[src/rtl/wrlvl_pkg.sv]
package wrlvl_pkg;
   typedef enum logic [3:0] {
      ST_IDLE, ST_SCAN, ST_MR_ON, ST_MR_WAIT, ST_ODT_ON,
      ST_TRAIN, ST_CAPT, ST_ODT_OFF, ST_MR_OFF, ST_FINISH
   } wl_state_t;

   localparam logic SEL_MR1 = 1'b0;
   localparam logic SEL_MR2 = 1'b1;

   function automatic int max3(input int a, input int b, input int c);
      int m;
      m = (a > b) ? a : b;
      return (m > c) ? m : c;
   endfunction
endpackage

[src/rtl/wrlvl_timer.sv]
module wrlvl_timer #(
   parameter int CNT_W = 8
) (
   input  logic             clk,
   input  logic             rst_n,
   input  logic             load,
   input  logic [CNT_W-1:0] load_val,
   output logic             expired
);
   logic [CNT_W-1:0] cnt;

   always_ff @(posedge clk or negedge rst_n) begin
      if (!rst_n)            cnt <= '0;
      else if (load)         cnt <= load_val;
      else if (cnt != '0)    cnt <= cnt - CNT_W'(1);
   end

   assign expired = (cnt == '0);
endmodule

[src/rtl/wrlvl_slot_scan.sv]
module wrlvl_slot_scan #(
   parameter int NUM_SLOTS = 2,
   parameter int SLOT_W    = 1
) (
   input  logic [2*NUM_SLOTS-1:0] cs_enable,
   input  logic [SLOT_W-1:0]      slot,
   output logic                   populated,
   output logic                   last_slot
);
   logic [NUM_SLOTS-1:0] pop_vec;

   for (genvar g = 0; g < NUM_SLOTS; g++) begin : g_slot
      assign pop_vec[g] = cs_enable[2*g] | cs_enable[2*g+1];
   end

   assign populated = pop_vec[slot];
   assign last_slot = (slot == SLOT_W'(NUM_SLOTS - 1));
endmodule

[src/rtl/wrlvl_mrs_walk.sv]
module wrlvl_mrs_walk #(
   parameter int NUM_CS = 4,
   parameter int CS_W   = 2
) (
   input  logic              clk,
   input  logic              rst_n,
   input  logic              go,
   input  logic [NUM_CS-1:0] cs_present,
   input  logic              mrs_ready,
   output logic              mrs_valid,
   output logic [CS_W-1:0]   mrs_cs,
   output logic              mrs_sel,
   output logic              fin
);
   import wrlvl_pkg::*;

   logic            active;
   logic [CS_W-1:0] idx;
   logic            sel;
   logic            here;
   logic            at_end;
   logic            step;

   assign here   = cs_present[idx];
   assign at_end = (idx == CS_W'(NUM_CS - 1));
   // leave an index when it is absent or its MR2 has been taken
   assign step   = active && (!here || (mrs_ready && sel == SEL_MR2));
   assign fin    = step && at_end;

   always_ff @(posedge clk or negedge rst_n) begin
      if (!rst_n) begin
         active <= 1'b0;
         idx    <= '0;
         sel    <= SEL_MR1;
      end else if (go) begin
         active <= 1'b1;
         idx    <= '0;
         sel    <= SEL_MR1;
      end else if (active) begin
         if (here && mrs_ready && sel == SEL_MR1) begin
            sel <= SEL_MR2;
         end else if (step) begin
            sel <= SEL_MR1;
            if (at_end) active <= 1'b0;
            else        idx    <= idx + CS_W'(1);
         end
      end
   end

   assign mrs_valid = active && here;
   assign mrs_cs    = idx;
   assign mrs_sel   = sel;

   a_r5_hold_cmd: assert property (@(posedge clk) disable iff (!rst_n)
      (mrs_valid && !mrs_ready) |=> (mrs_valid && $stable(mrs_cs) && $stable(mrs_sel)));

   a_r4_only_present: assert property (@(posedge clk) disable iff (!rst_n)
      mrs_valid |-> cs_present[mrs_cs]);
endmodule

[src/rtl/wrlvl_seq.sv]
module wrlvl_seq #(
   parameter int NUM_SLOTS    = 2,
   parameter int SPEED_W      = 8,
   parameter int T_MR_SETTLE  = 40,
   parameter int T_ODT_SETTLE = 10,
   parameter int T_TRAIN      = 200,
   parameter int ZQ_W         = 2,
   parameter int ZQ_RESTORE   = 2,
   localparam int NUM_CS      = 2 * NUM_SLOTS,
   localparam int CS_W        = $clog2(NUM_CS),
   localparam int SLOT_W      = (NUM_SLOTS > 1) ? $clog2(NUM_SLOTS) : 1
) (
   input  logic               clk,
   input  logic               rst_n,
   input  logic               start,
   input  logic               pass_sel,
   input  logic [SPEED_W-1:0] speed_cur,
   input  logic [SPEED_W-1:0] speed_boot,
   input  logic [NUM_CS-1:0]  cs_enable,
   input  logic [NUM_CS-1:0]  cs_present,
   input  logic               mrs_ready,
   output logic               mrs_valid,
   output logic [CS_W-1:0]    mrs_cs,
   output logic               mrs_sel,
   output logic               mrs_lvl_en,
   output logic [SLOT_W-1:0]  trn_slot,
   output logic               wl_odt_en,
   output logic               wl_train_en,
   output logic               lvl_capture,
   output logic               refresh_block,
   output logic [ZQ_W-1:0]    zq_interval,
   output logic               busy,
   output logic               done
);
   import wrlvl_pkg::*;

   localparam int T_MAX = max3(T_MR_SETTLE, T_ODT_SETTLE, T_TRAIN);
   localparam int TMR_W = $clog2(T_MAX + 1);

   if (NUM_SLOTS < 1) begin : g_bad_slots
      $error("wrlvl_seq: NUM_SLOTS must be at least 1");
   end
   if (T_MR_SETTLE < 1 || T_ODT_SETTLE < 1 || T_TRAIN < 1) begin : g_bad_wait
      $error("wrlvl_seq: every wait must be at least one cycle");
   end
   if (ZQ_RESTORE >= (1 << ZQ_W)) begin : g_bad_zq
      $error("wrlvl_seq: ZQ_RESTORE does not fit ZQ_W");
   end

   wl_state_t         st, st_n;
   logic [SLOT_W-1:0] slot, slot_n;
   logic              tmr_load;
   logic [TMR_W-1:0]  tmr_val;
   logic              tmr_zero;
   logic              walk_go;
   logic              walk_fin;
   logic              slot_pop;
   logic              slot_last;
   logic              skip_run;

   assign skip_run = pass_sel && !(speed_cur > speed_boot);

   wrlvl_timer #(.CNT_W(TMR_W)) u_timer (
      .clk      (clk),
      .rst_n    (rst_n),
      .load     (tmr_load),
      .load_val (tmr_val),
      .expired  (tmr_zero)
   );

   wrlvl_slot_scan #(.NUM_SLOTS(NUM_SLOTS), .SLOT_W(SLOT_W)) u_scan (
      .cs_enable (cs_enable),
      .slot      (slot),
      .populated (slot_pop),
      .last_slot (slot_last)
   );

   wrlvl_mrs_walk #(.NUM_CS(NUM_CS), .CS_W(CS_W)) u_walk (
      .clk        (clk),
      .rst_n      (rst_n),
      .go         (walk_go),
      .cs_present (cs_present),
      .mrs_ready  (mrs_ready),
      .mrs_valid  (mrs_valid),
      .mrs_cs     (mrs_cs),
      .mrs_sel    (mrs_sel),
      .fin        (walk_fin)
   );

   always_comb begin
      st_n     = st;
      slot_n   = slot;
      tmr_load = 1'b0;
      tmr_val  = '0;
      walk_go  = 1'b0;
      unique case (st)
         ST_IDLE: if (start) begin
            slot_n = '0;
            st_n   = skip_run ? ST_FINISH : ST_SCAN;
         end
         ST_SCAN: begin
            if (slot_pop) begin
               st_n    = ST_MR_ON;
               walk_go = 1'b1;
            end else if (slot_last) begin
               st_n = ST_FINISH;
            end else begin
               slot_n = slot + SLOT_W'(1);
            end
         end
         ST_MR_ON: if (walk_fin) begin
            st_n     = ST_MR_WAIT;
            tmr_load = 1'b1;
            tmr_val  = TMR_W'(T_MR_SETTLE - 1);
         end
         ST_MR_WAIT: if (tmr_zero) begin
            st_n     = ST_ODT_ON;
            tmr_load = 1'b1;
            tmr_val  = TMR_W'(T_ODT_SETTLE - 1);
         end
         ST_ODT_ON: if (tmr_zero) begin
            st_n     = ST_TRAIN;
            tmr_load = 1'b1;
            tmr_val  = TMR_W'(T_TRAIN - 1);
         end
         ST_TRAIN: if (tmr_zero) st_n = ST_CAPT;
         ST_CAPT: begin
            st_n     = ST_ODT_OFF;
            tmr_load = 1'b1;
            tmr_val  = TMR_W'(T_ODT_SETTLE - 1);
         end
         ST_ODT_OFF: if (tmr_zero) begin
            st_n    = ST_MR_OFF;
            walk_go = 1'b1;
         end
         ST_MR_OFF: if (walk_fin) begin
            if (slot_last) st_n = ST_FINISH;
            else begin
               st_n   = ST_SCAN;
               slot_n = slot + SLOT_W'(1);
            end
         end
         ST_FINISH: st_n = ST_IDLE;
         default:   st_n = ST_IDLE;
      endcase
   end

   always_ff @(posedge clk or negedge rst_n) begin
      if (!rst_n) begin
         st   <= ST_IDLE;
         slot <= '0;
      end else begin
         st   <= st_n;
         slot <= slot_n;
      end
   end

   assign trn_slot      = slot;
   assign mrs_lvl_en    = (st == ST_MR_ON);
   assign wl_odt_en     = (st == ST_ODT_ON) || (st == ST_TRAIN) || (st == ST_CAPT);
   assign wl_train_en   = (st == ST_TRAIN);
   assign lvl_capture   = (st == ST_CAPT);
   assign busy          = (st != ST_IDLE);
   assign done          = (st == ST_FINISH);
   assign refresh_block = busy && !done;
   assign zq_interval   = refresh_block ? '0 : ZQ_W'(ZQ_RESTORE);

   // checker state: length of the current train-enable run
   logic [TMR_W-1:0] train_run;
   always_ff @(posedge clk or negedge rst_n) begin
      if (!rst_n)           train_run <= '0;
      else if (wl_train_en) train_run <= train_run + TMR_W'(1);
      else                  train_run <= '0;
   end

   a_r2_cmd_suppressed: assert property (@(posedge clk) disable iff (!rst_n)
      mrs_valid |-> (refresh_block && zq_interval == '0));

   a_r7_train_in_odt: assert property (@(posedge clk) disable iff (!rst_n)
      wl_train_en |-> wl_odt_en);

   a_r8_train_len: assert property (@(posedge clk) disable iff (!rst_n)
      $fell(wl_train_en) |-> ($past(train_run) == TMR_W'(T_TRAIN - 1)));

   a_r8_capture_after: assert property (@(posedge clk) disable iff (!rst_n)
      lvl_capture |-> ($past(wl_train_en) && !wl_train_en && wl_odt_en));

   a_r11_done_pulse: assert property (@(posedge clk) disable iff (!rst_n)
      done |=> !done);

   a_r11_done_busy: assert property (@(posedge clk) disable iff (!rst_n)
      done |-> busy);

   a_r10_skip_fast: assert property (@(posedge clk) disable iff (!rst_n)
      (start && !busy && pass_sel && !(speed_cur > speed_boot)) |=> (done && !refresh_block));
endmodule

[config.mk]
export PLATFORM = sky130hd
export DESIGN_NAME = wrlvl_seq
export DESIGN_NICKNAME = d
export VERILOG_FILES = /design/src/rtl/wrlvl_pkg.sv /design/src/rtl/wrlvl_timer.sv /design/src/rtl/wrlvl_slot_scan.sv /design/src/rtl/wrlvl_mrs_walk.sv /design/src/rtl/wrlvl_seq.sv
export SDC_FILE = /design/constraint.sdc
export NUM_CORES = 1
export LEC_CHECK = 0
export BUFFER_PORTS_ARGS = -buffer_cell sky130_fd_sc_hd__buf_2
export CAP_MARGIN = 0
export CORE_UTILIZATION = 41
export DETAILED_ROUTE_END_ITERATION = 6
export GPL_TIMING_DRIVEN = 0
export PLACE_DENSITY = 0.64
export SLEW_MARGIN = 10
export SYNTH_ARGS = -nofsm -noshare
export SYNTH_HDL_FRONTEND = slang
export SYNTH_SLANG_ARGS = --single-unit
export TNS_END_PERCENT = 5
[constraint.sdc]
create_clock -name clk -period 2.9 [get_ports clk]
set_input_delay 0.58 -clock clk [delete_from_list [all_inputs] [get_ports clk]]
set_output_delay 0.58 -clock clk [all_outputs]
set_load 0.05 [all_outputs]
==> summary.txt <==
Finish
  – Final Non-Filler Cells: 260
  – Storage cell area: 425.4 um^2
  – Area Growth Syn to Fin: 20.30%
  – Multi-input logic area: 932.1 um^2
  – Fill cells: 351
  – Inserted Diodes: 0
  – Layout cells sized above 1: 0.2570
  – NumNets Final: 254
  – Post-route design area: 1720 um^2

Critical path
  – Setup crit start kind: register
  – Critical Path AT: 2050 ps
  – Crit path required time: 2320 ps
  – Crit-path max cell delay: 470 ps
  – Crit Path Category: reg2out
  – R2R Setup Slk: 330 ps
  – Crit. End Element: output port
  – Largest fanout on the critical path: 10
  – Critical-path cell list: clkbuf_1 > nand2b_1 > nor2_1 > buf_2
  – Slowest cell on crit path: dfrtp_1

GRT
  – Initial antenna violation count: 0
  – GRT Resource Usage Total: 0.2065
  – Overflow after GRT: 0
  – Vias in the first global route: 1,372
  – First-pass GRT wire length: 5802 um
  – Largest net degree at the start of global routing: 18

STA
  – RSZ-0062 raised after global routing: no
  – Max-slew violations: 0
  – Final Hold Vio Count: 0
  – Fin crit share: 0.9079
  – F_max: 379.8 MHz
  – Minimum clock period after layout: 2633 ps
  – Setup-failing EPs final: 0
  – Clock Skews: 0.9933 ps
  – Normalized max-slew margin: 0.5234
  – Worst Tran Pin Value: 704.9 ps
  – Setup TNS Final: 0 ps

Power and ir drop
  – Reg power frac: 0.263
  – Clock group share of total power: 0.070
  – Pleak: 0.0008217 uW
  – Internal power: 868.8 uW
  – Peak supply drop: 0.4604 mV
  – Sw Pwr: 987.5 uW
  – Gate power share: 0.668
  – Sw Share: 0.5320
  – Pwr dens: 1079 nW/um^2

CTS
  – Hold_buf cts: 0
  – PostCTS Resize Cnt: 0
  – Post-CTS setup buffers: 0
  – H-tree depth: 1
  – Clock Path Buffers: 2
  – CTS buffer count: 3
  – Clock tree from TritonCTS: built
  – Clock tree sinks: 17
  – Clock latency on the worst-skew pair: 290 ps
  – CTS clk-pin slew, worst paths: 100 ps
  – Clock root buffer: clkbuf_4

Synth
  – Top cell type's share of synthesized area: 0.2975
  – Synthesis-stage register bit count: 17
  – Synth cell count leaders: 17 x dfrtp_1, 13 x nor2_1, 12 x inv_1
  – Post-synth top flop: dfrtp_1
  – Syn avg cell area: 8.462 um^2
  – Post-synthesis sequential area ratio: 0.2975
  – Synth Instances: 169
  – Post-synth EDFFs: 0
  – Number of distinct library cells after synthesis: 46
  – Top post-synthesis cells by area: dfrtp_1 30%, ha_1 8.7%, nand2b_1 3.5%, nor2_1 3.4%, inv_1 3.1%
  – Fraction of registers with async set/reset: 1.000
  – Yosys Warn Count: 0
  – Synthesized net count: 208
  – Most numerous cell in the Yosys netlist: dfrtp_1
  – Post-synth top area cell: dfrtp_1
  – Mapped Area: 1430 um^2

Floorplan
  – Die Ht: 61.06 um
  – Die area: 3728 um^2
  – Row count: 21
  – Initial core utilization: 0.4286
  – Core ar.: 3337 um^2
  – Die W: 61.06 um
  – I/O pins: 43

Route
  – Initial DRT Pass Iterations: 4
  – Vias/cell: 5.531
  – DRC viols: 0
  – Routed WL: 3441 um
  – Via count: 1,438
  – Starting DRT DRC Count: 60
  – Routed Antenna Nets: 0
  – Wire per inst: 13.23 um

Place
  – Number of port buffers: 41
  – Cells after DPL: 256
  – DP HPWL: 2784 um
  – Post-DP Area: 1693 um^2
  – Final RePlAce weighted congestion: 0.8196

Flow run
  – Max Cap Viol: 0

Outcome
  – Outcome: finished, final reports clean

Hold path
  – Hold crit path type: in2async
[state kept, by name (all words and copies together), names as in the netlist]
name / cells
u_timer.cnt: 8
u_walk.active: 1
st: 4
u_walk.mrs_cs: 2
u_walk.mrs_sel: 1
trn_slot: 1
[per-layer routing]
metal	global-route usage	share of wire	vias up
met4	0.08442	0.017	0
met2	0.3820	0.52	46
li1	-	-	703
met3	0.02101	0.038	6
met5	0	0	-
met1	0.2422	0.42	683
[worst max-delay path, delay by kind of cell, from the launching register on]
kind	cells	cell delay, ps
buffers and inverters	2	690
DFF	1	470
and+or+nand+nor	2	610
[cells in the final DEF, fill, tap and decap left out, types with 4 or more instances in the layout]
cell type,n
a21oi_1,8
buf_2,42
clkbuf_1,4
dfrtp_1,17
ha_1,10
inv_1,12
nand2_1,11
nand2b_1,8
nand3_1,5
nor2_1,13
nor2b_1,6
nor4_1,4
o211ai_1,4
o21ai_0,5
xnor2_1,4
[final cells by class]
cell class              count  area share
plain buffers               6     0.01600
clock buffers               3     0.01309
clock inverters             1    0.002909
inverters                  12     0.02618
multi-input cells         134      0.5418
flip-flops and latches     17      0.2473
well taps                  46     0.03345
repair buffers             41      0.1193
[final timing paths]
check	startpoint	end	cells past startpoint
worst max-delay path	st[2]$_DFFE_PN0P_	lvl_capture	4
worst min-delay path	rst_n	u_timer.cnt[2]$_DFFE_PN0P_	1
worst max register to register	u_timer.cnt[0]$_DFFE_PN0P_	st[0]$_DFFE_PN0P_	8
worst min register to register	u_walk.active$_DFF_PN0_	u_walk.active$_DFF_PN0_	1
max in group asynchronous	rst_n	st[0]$_DFFE_PN0P_	1
min in group clk	u_walk.active$_DFF_PN0_	u_walk.active$_DFF_PN0_	1
[cell families (layout without fill, tap and decap cells)]
kind of cell | count (synthesis) | after routing | share of synthesized area
buffers and inverters | 18 | 63 | 0.05074
adder cells (fa/ha/maj) | 10 | 10 | 0.08749
other | 1 | 1 | 0.002622
flip-flops | 17 | 17 | 0.2975
AO/OA/AOI/OAI | 45 | 45 | 0.2170
multiplexers | 6 | 6 | 0.04462
XOR/XNOR | 4 | 4 | 0.02449
AND/OR/NAND/NOR | 68 | 68 | 0.2756
[stage by stage]
| stage | setup WS, ps | hold WS, ps | util | total power [uW] |
|---|---|---|---|---|
| 6_report | 267.1 | 193.6 | 0.5156 | 1856 |
| 5_1_grt | 168.8 | 205.6 | 0.5156 | 2023 |
| 4_1_cts | 297.1 | 201.4 | 0.5156 | 1865 |
| 3_5_place_dp | 342.1 | 516.9 | 0.5073 | 1731 |
| 3_3_place_gp | 452.5 | 504.1 | 0.5073 | 1695 |
| 2_1_floorplan | 207.7 | 284.4 | - | 1451 |
[power groups by stage]
stage,sequential [uW],combinational [uW],clock [uW]
floorplan,552,899,0
global placement,483,1210,0
detailed placement,492,1240,0
global route,509,1370,149
CTS,488,1240,134
finish,488,1240,129
Note: power is estimated with default switching activity, not from simulation.
